<file path="src/rtl/fsup_pkg.sv">
package fsup_pkg;

  typedef enum logic [2:0] {
    ST_IDLE     = 3'd0,
    ST_KICK     = 3'd1,
    ST_RUN      = 3'd2,
    ST_RETRY_ON = 3'd3,
    ST_COOL_OFF = 3'd4,
    ST_INHIBIT  = 3'd5
  } fsup_state_e;

  // States in which the motor phases may conduct.
  function automatic logic drives_on(input fsup_state_e s);
    return (s == ST_KICK) || (s == ST_RUN) || (s == ST_RETRY_ON);
  endfunction

  // An interval of len cycles ends in the cycle whose count is len-1.
  function automatic logic interval_done(input logic [31:0] cnt, input int unsigned len);
    return cnt == 32'(len - 1);
  endfunction

  function automatic int unsigned max3(input int unsigned a, input int unsigned b,
                                       input int unsigned c);
    int unsigned m;
    m = (a > b) ? a : b;
    return (m > c) ? m : c;
  endfunction

  function automatic int unsigned width_for(input int unsigned n);
    return (n < 2) ? 1 : $clog2(n + 1);
  endfunction

endpackage

</file>
<file path="src/rtl/fsup_timebase.sv">
module fsup_timebase #(
  parameter int unsigned CNT_W = 8
) (
  input  logic             clk,
  input  logic             rst_n,
  input  logic             restart,
  output logic [CNT_W-1:0] cnt
);

  localparam logic [CNT_W-1:0] CNT_TOP = '1;

  always_ff @(posedge clk or negedge rst_n) begin
    if (!rst_n)              cnt <= '0;
    else if (restart)        cnt <= '0;
    else if (cnt != CNT_TOP) cnt <= cnt + 1'b1;
  end

endmodule

</file>
<file path="src/rtl/fsup_fsm.sv">
module fsup_fsm
  import fsup_pkg::*;
#(
  parameter int unsigned ON_TICKS   = 8,
  parameter int unsigned OFF_TICKS  = 20,
  parameter int unsigned KICK_TICKS = 12,
  parameter int unsigned CNT_W      = 8
) (
  input  logic             clk,
  input  logic             rst_n,
  input  logic             run_cmd,
  input  logic             hall_edge,
  input  logic             inhibit,
  input  logic [CNT_W-1:0] cnt,
  output fsup_state_e      state,
  output logic             restart,
  output logic             fault_flag,
  output logic             lock_event,
  output logic             rotation_event,
  output logic             start_event
);

  fsup_state_e nxt;
  logic        kick_done, win_done, cool_done, spin_seen;

  assign kick_done = interval_done(32'(cnt), KICK_TICKS);
  assign win_done  = interval_done(32'(cnt), ON_TICKS);
  assign cool_done = interval_done(32'(cnt), OFF_TICKS);

  always_comb begin
    nxt            = state;
    lock_event     = 1'b0;
    rotation_event = 1'b0;
    if (!run_cmd) begin
      nxt = ST_IDLE;
    end else if (inhibit) begin
      nxt = ST_INHIBIT;
    end else begin
      unique case (state)
        ST_IDLE, ST_INHIBIT: nxt = ST_KICK;
        ST_KICK:     if (kick_done) nxt = ST_RUN;
        ST_RUN: begin
          if (!hall_edge && win_done) begin
            nxt        = ST_COOL_OFF;
            lock_event = 1'b1;
          end
        end
        ST_COOL_OFF: if (cool_done) nxt = ST_RETRY_ON;
        ST_RETRY_ON: begin
          if (hall_edge) begin
            nxt            = ST_KICK;
            rotation_event = 1'b1;
          end else if (win_done) begin
            nxt = ST_COOL_OFF;
          end
        end
        default: nxt = ST_IDLE;
      endcase
    end
  end

  assign restart     = (nxt != state) || ((state == ST_RUN) && hall_edge);
  assign start_event = (nxt == ST_KICK) && (state != ST_KICK);
  assign spin_seen   = hall_edge && run_cmd && !inhibit && drives_on(state);

  always_ff @(posedge clk or negedge rst_n) begin
    if (!rst_n) begin
      state      <= ST_IDLE;
      fault_flag <= 1'b0;
    end else begin
      state <= nxt;
      if (!run_cmd)        fault_flag <= 1'b0;
      else if (lock_event) fault_flag <= 1'b1;
      else if (spin_seen)  fault_flag <= 1'b0;
    end
  end

endmodule

</file>
<file path="src/rtl/fsup_tach.sv">
module fsup_tach (
  input  logic clk,
  input  logic rst_n,
  input  logic hall_edge,
  input  logic fault_flag,
  output logic tach_out
);

  logic speed_lvl;

  always_ff @(posedge clk or negedge rst_n) begin
    if (!rst_n)         speed_lvl <= 1'b0;
    else if (hall_edge) speed_lvl <= ~speed_lvl;
  end

  assign tach_out = speed_lvl | fault_flag;

endmodule

</file>
<file path="src/rtl/fan_start_supervisor.sv">
module fan_start_supervisor
  import fsup_pkg::*;
#(
  parameter int unsigned ON_TICKS   = 12_500_000,
  parameter int unsigned OFF_TICKS  = 100_000_000,
  parameter int unsigned KICK_TICKS = 50_000_000
) (
  input  logic clk,
  input  logic rst_n,
  input  logic run_cmd,
  input  logic hall_edge,
  input  logic therm_trip,
  input  logic supply_low,
  input  logic sleep_mode,
  output logic drive_en,
  output logic kick_full,
  output logic fault_flag,
  output logic tach_out
);

  localparam int unsigned CNT_W = width_for(max3(ON_TICKS, OFF_TICKS, KICK_TICKS));

  fsup_state_e      state;
  logic [CNT_W-1:0] cnt;
  logic             restart, inhibit, hard_cut;
  logic             lock_event, rotation_event, start_event;

  assign inhibit  = therm_trip | supply_low | sleep_mode;
  assign hard_cut = therm_trip | supply_low;

  fsup_timebase #(.CNT_W(CNT_W)) u_timebase (
    .clk     (clk),
    .rst_n   (rst_n),
    .restart (restart),
    .cnt     (cnt)
  );

  fsup_fsm #(
    .ON_TICKS   (ON_TICKS),
    .OFF_TICKS  (OFF_TICKS),
    .KICK_TICKS (KICK_TICKS),
    .CNT_W      (CNT_W)
  ) u_fsm (
    .clk            (clk),
    .rst_n          (rst_n),
    .run_cmd        (run_cmd),
    .hall_edge      (hall_edge),
    .inhibit        (inhibit),
    .cnt            (cnt),
    .state          (state),
    .restart        (restart),
    .fault_flag     (fault_flag),
    .lock_event     (lock_event),
    .rotation_event (rotation_event),
    .start_event    (start_event)
  );

  fsup_tach u_tach (
    .clk        (clk),
    .rst_n      (rst_n),
    .hall_edge  (hall_edge),
    .fault_flag (fault_flag),
    .tach_out   (tach_out)
  );

  assign drive_en  = drives_on(state) & ~hard_cut;
  assign kick_full = (state == ST_KICK) & ~hard_cut;

endmodule

</file>
<file path="config.mk">
export PLATFORM = sky130hd
export DESIGN_NAME = fan_start_supervisor
export DESIGN_NICKNAME = d
export VERILOG_FILES = /design/src/rtl/fsup_pkg.sv /design/src/rtl/fsup_timebase.sv /design/src/rtl/fsup_fsm.sv /design/src/rtl/fsup_tach.sv /design/src/rtl/fan_start_supervisor.sv
export SDC_FILE = /design/constraint.sdc
export NUM_CORES = 1
export LEC_CHECK = 0
export BUFFER_PORTS_ARGS = -buffer_cell sky130_fd_sc_hd__buf_4
export CAP_MARGIN = 10
export CORE_ASPECT_RATIO = 1.1
export CORE_MARGIN = 8
export CORE_UTILIZATION = 49
export CTS_CLUSTER_DIAMETER = 80
export DETAILED_ROUTE_END_ITERATION = 10
export HOLD_SLACK_MARGIN = 0.12
export PLACE_DENSITY = 0.63
export SLEW_MARGIN = 20
export SYNTH_ARGS = -nofsm -noshare
export SYNTH_HDL_FRONTEND = slang
export SYNTH_SLANG_ARGS = --single-unit
export TNS_END_PERCENT = 30
</file>
<file path="constraint.sdc">
create_clock -name clk -period 2.4 [get_ports clk]
set_input_delay 0.12 -clock clk [delete_from_list [all_inputs] [get_ports clk]]
set_output_delay 0.12 -clock clk [all_outputs]
set_load 0.02 [all_outputs]
</file>
==> results_dict.tcl, run 1 <==
set metrics [dict create \
    hold_violations 0 \
    clock_skew_ns 0.00365 \
    nNetsFinal 238 \
    grt_pass1_vias 1697 \
    hp-class "input port to register" \
    seq_area_frac_synth_pct 40.3 \
    yosysWarnings 0 \
    overflow 0 \
    setup_viol 0 \
    initial_core_util_pct 50.5 \
    synth_fp_nets 227 \
    max_freq_mhz 458 \
    syn_area_per_cell_sq_um 9.07 \
    cts_sinks 32 \
    core.rowCount 24 \
    synth_edf_count 0 \
    place_inst 273 \
    tightestPinTransition_ns 0.494 \
    grt_use_total_pct 15.7 \
    relSlewSlack_pct 66.8 \
    cts_max_level 2 \
    die_width_um 76.7 \
    synth_compound_area_share_pct 6.74 \
    final_cell_mix "dfrtp_1 (32), nor3_1 (31), xor2_1 (20)" \
    synth_top_family_by_area "simple AND/OR/NAND/NOR gates" \
    maxSlewViolCount 0 \
    io_buffer_count 10 \
    die_area_sq_um 6350 \
    grt_max_degree 33 \
    outcome "finished, final reports clean" \
    layout-drive-gt1-share_pct 14.3 \
    die_height_um 82.8 \
    ir_drop_mv 0.273 \
    critPathTopFamily "simple AND/OR/NAND/NOR gates" \
    cts-buffers-inserted 5 \
    p_per_area_nw_per_um2 492 \
    dp_slack_ns 0.231 \
    crit_fanout 15 \
    required_ns 2.56 \
    antenna_found_initial 0 \
    ys_seq_elements 32 \
    route.antenna.remaining_nets 0 \
    final_common_cell "dfrtp_1" \
    cp_num_buf_inv 1 \
    synthCells 219 \
    drt_iter0_drc 107 \
    drt_pass1_iterations 4 \
    cts_buffer_depth 2 \
    path_class "register to register" \
    grt_pass1_wl_mm 8.07 \
    vias 1747 \
    n_antenna_cell 0 \
    power_leakage_nw 0.903 \
    synth.distinct_cells 44 \
    post-route-util_pct 55.7 \
    rsz0062_at_grt "no" \
    reg2reg_slack_ns 0.21 \
    gp_congestion 0.890 \
    fin_ws_ns 0.214 \
    synth_xor_xnor_area_share_pct 10.6 \
    min_period_over_period_pct 91.1 \
    dpl.hpwl_mm 3.36 \
    avgViaCountPerCell 6.20 \
    clock_latency_ns 0.28 \
    area_delta_synth_final_pct 10.4 \
    drc_errors 0 \
    synthesis.area_sq_um 1990 \
    cts_root_buf "clkbuf_8" \
    synthAdderAreaFrac_pct 0.630 \
    min_period_ns 2.19 \
    critPathArrivalTime_ns 2.35 \
    crit_path_top_delay_cell "or4b_1" \
    ioPinCount 11 \
    synthSimpleGateAreaFrac_pct 36.5 \
    wire_per_inst_um 16.4 \
    finalPower_w 0.00108 \
    synth-main-ff-cell "dfrtp_1" \
    fin_tns_setup_ns 0 \
    cts_setup_buffers 0 \
    synthMuxAreaShare_pct 0.504 \
    core_region_area_sq_um 3930 \
    worstPathCellList "nand4_1, or4b_1, nor4_4, nand3_1, nand3_2, buf_4, nor3_1" \
    start_kind "register" \
    end_kind "register" \
    finalNonFillerCells 282 \
    wl_mm 4.63 \
    async_flop_share_pct 100 \
    drv_cap 0 \
    clk_pin_slew_worst_paths_ns 0.06 \
    critPathMaxStageDelay_ns 0.53 \
    cts_tree "built" \
]
## cell usage after synthesis, drive strengths merged, types with 6 or more instances
cell	count	area share (%)
o21ai	6	1.5
dfrtp	32	40
nand3	18	5.0
clkbuf	6	1.2
nand4	12	3.8
and3	9	3.0
and4	6	2.8
xor2	20	8.8
nor3	32	8.1
nor2	7	1.3
nand2	18	3.4
buf	8	2.9
## cells by family after synthesis
logic type	after synthesis
compound gates	21
xor+xnor	24
fa+ha+maj	1
buf+inv	17
flops	32
mux	1
simple gates	123
## sequential cells by signal (all words and copies together) (netlist names)
register,count
u_timebase.cnt,27
u_fsm.state,3
u_fsm.fault_flag,1
u_tach.speed_lvl,1
## worst paths after layout
path	start	to	cells after the start
worst max-delay path	u_timebase.cnt[15]$_DFFE_PN0P_	u_timebase.cnt[11]$_DFFE_PN0P_	7
worst max register to register	u_timebase.cnt[15]$_DFFE_PN0P_	u_timebase.cnt[11]$_DFFE_PN0P_	7
worst min-delay path	run_cmd	u_fsm.state[2]$_DFF_PN0_	2
min in group asynchronous	rst_n	u_timebase.cnt[26]$_DFFE_PN0P_	2
worst min register to register	u_tach.speed_lvl$_DFFE_PN0P_	u_tach.speed_lvl$_DFFE_PN0P_	1
max in group asynchronous	rst_n	u_fsm.state[2]$_DFF_PN0_	2
## routing by layer
| layer | share of wire, % | global-route usage, % |
|---|---|---|
| met4 | 1.5 | 7.88 |
| met2 | 49 | 26.7 |
| met1 | 43 | 18.5 |
| met5 | 0 | 0 |
| met3 | 6.3 | 3.90 |
## stage by stage
step / instance area, sq um / hold slack, ns
final: 2190 / 0.134
after global placement: 2090 / 0.0774
after global routing: 2190 / 0.133
after CTS: 2190 / 0.126
after detailed placement: 2090 / 0.0802
after floorplan: 1990 / -0.176
## power by group
| part | switching [W] | total [W] | internal [W] |
|---|---|---|---|
| logic | 0.0000800 | 0.000133 | 0.0000533 |
| registers | 0.0000137 | 0.000566 | 0.000553 |
| clock network | 0.000183 | 0.000379 | 0.000197 |
| total | 0.000276 | 0.00108 | 0.000803 |
## layout make-up
type | instances | area, sq um
Sequential cell | 32 | 801
Clock buffer | 6 | 72.6
Tap cell | 52 | 65.1
Fill cell | 361 | 1740
Timing Repair Buffer | 18 | 140
Multi-Input combinational cell | 170 | 1100
Inverter | 3 | 11.3
Clock inverter | 1 | 5.00
## repair_timing
| item | CTS | global route |
|---|---|---|
| endpoints found under the hold margin | 33 | 0 |
| gates resized for setup | 0 | 1 |
| hold buffers | 2 | 0 |
| endpoints found under the setup margin | 0 | 12 |
No activity file was read; power rests on OpenSTA's default activity.
==> run 2, diff against run 1 <==
--- a/config.mk
+++ b/config.mk
@@ -7,13 +7,15 @@
 export LEC_CHECK = 0
 export BUFFER_PORTS_ARGS = -buffer_cell sky130_fd_sc_hd__buf_4
 export CAP_MARGIN = 10
+export CELL_PAD_IN_SITES_DETAIL_PLACEMENT = 2
+export CELL_PAD_IN_SITES_GLOBAL_PLACEMENT = 2
 export CORE_ASPECT_RATIO = 1.1
 export CORE_MARGIN = 8
-export CORE_UTILIZATION = 49
+export CORE_UTILIZATION = 38
 export CTS_CLUSTER_DIAMETER = 80
 export DETAILED_ROUTE_END_ITERATION = 10
 export HOLD_SLACK_MARGIN = 0.12
-export PLACE_DENSITY = 0.63
+export PLACE_DENSITY = 0.76
 export SLEW_MARGIN = 20
 export SYNTH_ARGS = -nofsm -noshare
 export SYNTH_HDL_FRONTEND = slang
==> results_dict.tcl, run 2 (synthesized netlist as in run 1, its figures left out) <==
set metrics [dict create \
    drt_pass1_iterations 4 \
    design_area_sq_um 2230 \
    p_per_area_nw_per_um2 513 \
    final_cell_mix "nor3_1 (32), dfrtp_1 (32), xor2_1 (20)" \
    initial_core_util_pct 39.4 \
    relSlewSlack_pct 61.3 \
    rsz0062_at_grt "no" \
    grt_pass1_wl_mm 10.0 \
    vias 1754 \
    hold_slack_ns 0.164 \
    start_kind "register" \
    drv_cap 0 \
    drt_iter0_drc 48 \
    setup_viol 0 \
    r2r_start "u_timebase.cnt[0]$_DFFE_PN0P_" \
    crit_fanout 7 \
    route.antenna.remaining_nets 0 \
    grt_pass1_vias 1965 \
    end_kind "register" \
    min-delay-start "sleep_mode" \
    cts_tree "built" \
    path_class "register to register" \
    wl_mm 5.88 \
    largest_register "u_timebase.cnt" \
    die_area_sq_um 7800 \
    power_leakage_nw 0.914 \
    outcome "finished, final reports clean" \
    avgViaCountPerCell 6.05 \
    grt_use_total_pct 16.1 \
    die_width_um 84.9 \
    clk_pin_slew_worst_paths_ns 0.07 \
    cts_max_level 2 \
    required_ns 2.60 \
    maxSlewViolCount 0 \
    gp_congestion 0.825 \
    fin_tns_setup_ns 0 \
    critPathArrivalTime_ns 2.44 \
    hp-class "input port to register" \
    min_period_over_period_pct 93.1 \
    nNetsFinal 239 \
    largest_reg_flops 27 \
    layout-drive-gt1-share_pct 14.2 \
    cts_sinks 32 \
    min_period_ns 2.24 \
    ioPinCount 11 \
    place_area_sq_um 2110 \
    clock_latency_ns 0.29 \
    antenna_found_initial 0 \
    grt_max_degree 33 \
    io_buffer_count 10 \
    ir_drop_mv 0.235 \
    dpl.hpwl_mm 4.39 \
    n_antenna_cell 0 \
    die_height_um 91.8 \
    drc_errors 0 \
    largestRegisters "u_timebase.cnt: 27 flops, u_fsm.state: 3 flops" \
    crit_start "u_timebase.cnt[0]$_DFFE_PN0P_" \
    area_delta_synth_final_pct 12.5 \
    core_region_area_sq_um 5030 \
    clock_skew_ns 0.00815 \
    cts_buffer_depth 2 \
    tightestPinTransition_ns 0.578 \
    cts_root_buf "clkbuf_8" \
    cts_resized 0 \
    wire_per_inst_um 20.3 \
    max_freq_mhz 447 \
    hold_violations 0 \
    cts-buffers-inserted 5 \
    core.rowCount 27 \
    overflow 0 \
]
[run 2: cell type report]
cell class	count	area, sq um
Timing Repair Buffer	19	163
Fill cell	582	2800
Tap cell	58	72.6
Multi-Input combinational cell	170	1090
Clock inverter	1	7.51
Sequential cell	32	801
Clock buffer	7	86.3
Inverter	3	11.3
[run 2: worst paths after layout]
check	depth (start not counted)	to	slack (ns)
max in group asynchronous	2	u_fsm.state[2]$_DFF_PN0_	1.78
max	7	u_timebase.cnt[7]$_DFFE_PN0P_	0.16
min	4	u_fsm.state[1]$_DFF_PN0_	0.16
max reg2reg	7	u_timebase.cnt[7]$_DFFE_PN0P_	0.16
min reg2reg	1	u_tach.speed_lvl$_DFFE_PN0P_	0.46
min in group asynchronous	2	u_timebase.cnt[24]$_DFFE_PN0P_	0.30
[run 2: power by group]
part / switching, W / internal, W / leakage, nW
sequential: 0.0000110 / 0.000552 / 0.440
combinational: 0.0000893 / 0.0000582 / 0.430
clock: 0.000203 / 0.000233 / 0.0445
[run 2: critical path: stages, from the launching register on]
cell and delay, ns:
dfrtp_1 0.41, ha_1 0.22, and3_1 0.26, and4_1 0.23
a31oi_1 0.48, nand4_1 0.20, xor2_1 0.18, nor3_1 0.17
[run 2: metrics by stage]
| step | cells | utilization (%) | total power (W) | setup WS (ns) |
|---|---|---|---|---|
| floorplan | 219 | - | 0.000658 | 0.479 |
| global placement | 279 | 41.9 | 0.000715 | 0.264 |
| detailed placement | 279 | 41.9 | 0.000721 | 0.165 |
| CTS | 289 | 44.2 | 0.00117 | 0.136 |
| global route | 290 | 44.4 | 0.00121 | 0.00609 |
| finish | 290 | 44.4 | 0.00115 | 0.165 |
[run 2: timing repair]
| action | 4_1_cts | 5_1_grt |
|---|---|---|
| endpoints found under the hold margin | 33 | 1 |
| setup endpoints to repair | 0 | 0 |
| buffers inserted | 0 | 0 |
| hold buffers | 2 | 1 |
[run 2: per-layer routing]
layer	part of all wire (%)	global-route usage (%)
met4	1.7	5.35
met2	52	29.2
met5	0	0
met1	43	17.8
met3	3.0	4.01
==> run 3, diff against run 2 <==
--- a/config.mk
+++ b/config.mk
@@ -9,7 +9,7 @@
 export CAP_MARGIN = 10
 export CELL_PAD_IN_SITES_DETAIL_PLACEMENT = 2
 export CELL_PAD_IN_SITES_GLOBAL_PLACEMENT = 2
-export CORE_ASPECT_RATIO = 1.1
+export CORE_ASPECT_RATIO = 1.5
 export CORE_MARGIN = 8
 export CORE_UTILIZATION = 38
 export CTS_CLUSTER_DIAMETER = 80
==> results_dict.tcl, run 3 (synthesized netlist as in run 1, its figures left out) <==
set metrics [dict create \
    cts-buffers-inserted 5 \
    setup_viol 0 \
    die_area_sq_um 7840 \
    largest_reg_flops 27 \
    cts_max_level 2 \
    min_period_over_period_pct 97.0 \
    largest_register "u_timebase.cnt" \
    final_cell_mix "dfrtp_1 (32), nor3_1 (31), xor2_1 (20)" \
    drv_cap 0 \
    core.rowCount 32 \
    drt_pass1_iterations 4 \
    largestRegisters "u_timebase.cnt: 27 flops, u_fsm.state: 3 flops" \
    worstPathCellList "nand3_1, nor3_1, a21oi_2, and4b_1, xnor2_1, nor3_1" \
    required_ns 2.60 \
    clk_pin_slew_worst_paths_ns 0.07 \
    wire_per_inst_um 21.4 \
    hp-class "input port to register" \
    outcome "finished, final reports clean" \
    ir_drop_mv 0.307 \
    min_period_ns 2.33 \
    cts_sinks 32 \
    reg2reg_slack_ns 0.07 \
    avgViaCountPerCell 6.01 \
    vias 1798 \
    drc_errors 0 \
    drt_iter0_drc 70 \
    fin_tns_setup_ns 0 \
    grt_pass1_wl_mm 10.9 \
    area_delta_synth_final_pct 14.0 \
    grt_use_total_pct 18.0 \
    critPathMaxStageDelay_ns 0.63 \
    p_per_area_nw_per_um2 515 \
    core_region_area_sq_um 5080 \
    start_kind "register" \
    fill_cells 576 \
    hold_violations 0 \
    cts_tree "built" \
    fin_ws_ns 0.0708 \
    grt_pass1_vias 2070 \
    die_width_um 75.0 \
    tightestPinTransition_ns 0.675 \
    dp_slack_ns 0.194 \
    path_class "register to register" \
    cts_root_buf "clkbuf_8" \
    place_area_sq_um 2130 \
    die_height_um 105 \
    cts_setup_buffers 0 \
    hold_depth 2 \
    gp_congestion 0.865 \
    clock_skew_ns 0.00815 \
    critPathArrivalTime_ns 2.53 \
    grt_max_degree 33 \
    maxSlewViolCount 0 \
    nNetsFinal 238 \
    route.antenna.remaining_nets 0 \
    cts_buffer_depth 2 \
    io_buffer_count 10 \
    wl_mm 6.41 \
    design_area_sq_um 2260 \
    overflow 0 \
    n_antenna_cell 0 \
    clock_latency_ns 0.29 \
    rsz0062_at_grt "no" \
    final_common_cell "dfrtp_1" \
    ioPinCount 11 \
    power_leakage_nw 0.916 \
    crit_fanout 8 \
    dpl.hpwl_mm 4.63 \
    antenna_found_initial 0 \
    layout-drive-gt1-share_pct 15.6 \
    relSlewSlack_pct 54.7 \
    end_kind "register" \
    path_common_cell "nor3_1" \
    crit_path_top_delay_cell "nor3_1" \
    max_freq_mhz 429 \
    rr_worst_depth 6 \
    initial_core_util_pct 39.1 \
]
run 3: final cells by class:
type                    instances  area, sq um  area share, %
inverters                       3         11.3          0.498
repair buffers                 18          165           7.30
clock inverters                 2         15.0          0.663
flip-flops and latches         32          801           35.4
clock buffers                   6         82.6           3.65
multi-input cells             170         1100           48.8
well taps                      68         85.1           3.76
run 3: power by group:
| part | total, W | internal, W | switching (W) |
|---|---|---|---|
| clock network | 0.000450 | 0.000232 | 0.000218 |
| logic | 0.000153 | 0.0000593 | 0.0000934 |
| registers | 0.000563 | 0.000552 | 0.0000114 |
| total | 0.00117 | 0.000843 | 0.000323 |
run 3: through the flow:
| stage | std cells | power, W | hold WS, ns | utilization [%] |
|---|---|---|---|---|
| 2_1_floorplan | 219 | 0.000658 | -0.176 | - |
| 3_3_place_gp | 289 | 0.000719 | 0.0761 | 42.0 |
| 3_5_place_dp | 289 | 0.000726 | 0.0928 | 42.0 |
| 4_1_cts | 299 | 0.00118 | 0.120 | 44.3 |
| 5_1_grt | 299 | 0.00121 | 0.124 | 44.5 |
| 6_report | 299 | 0.00117 | 0.126 | 44.5 |
run 3: layer usage:
metal | wire (um) | vias up | GRT usage, %
li1 | - | 825 | -
met1 | 2540 | 930 | 19.1
met2 | 3570 | 32 | 32.6
met3 | 163 | 11 | 3.73
met4 | 126 | 0 | 7.04
met5 | 0 | - | 0
run 3: worst paths after layout:
kind	end	from
min in group asynchronous	u_timebase.cnt[26]$_DFFE_PN0P_	rst_n
hold reg to reg	u_tach.speed_lvl$_DFFE_PN0P_	u_tach.speed_lvl$_DFFE_PN0P_
setup / recovery	u_timebase.cnt[22]$_DFFE_PN0P_	u_timebase.cnt[19]$_DFFE_PN0P_
setup reg to reg	u_timebase.cnt[22]$_DFFE_PN0P_	u_timebase.cnt[19]$_DFFE_PN0P_
max in group asynchronous	u_fsm.state[0]$_DFF_PN0_	rst_n
hold / removal	u_fsm.fault_flag$_DFFE_PN0P_	run_cmd
run 3: repair_timing:
action | CTS | global route
hold buffers | 2 | 0
resized for setup | 0 | 2
setup endpoints to repair | 0 | 3
endpoints found under the hold margin | 33 | 0
run 3: worst max-delay path: cells and delay by family (launching register included):
kind,cells,cell delay [ns]
xor+xnor,1,0.13
simple gates,4,1.33
flops,1,0.53
compound gates,1,0.25
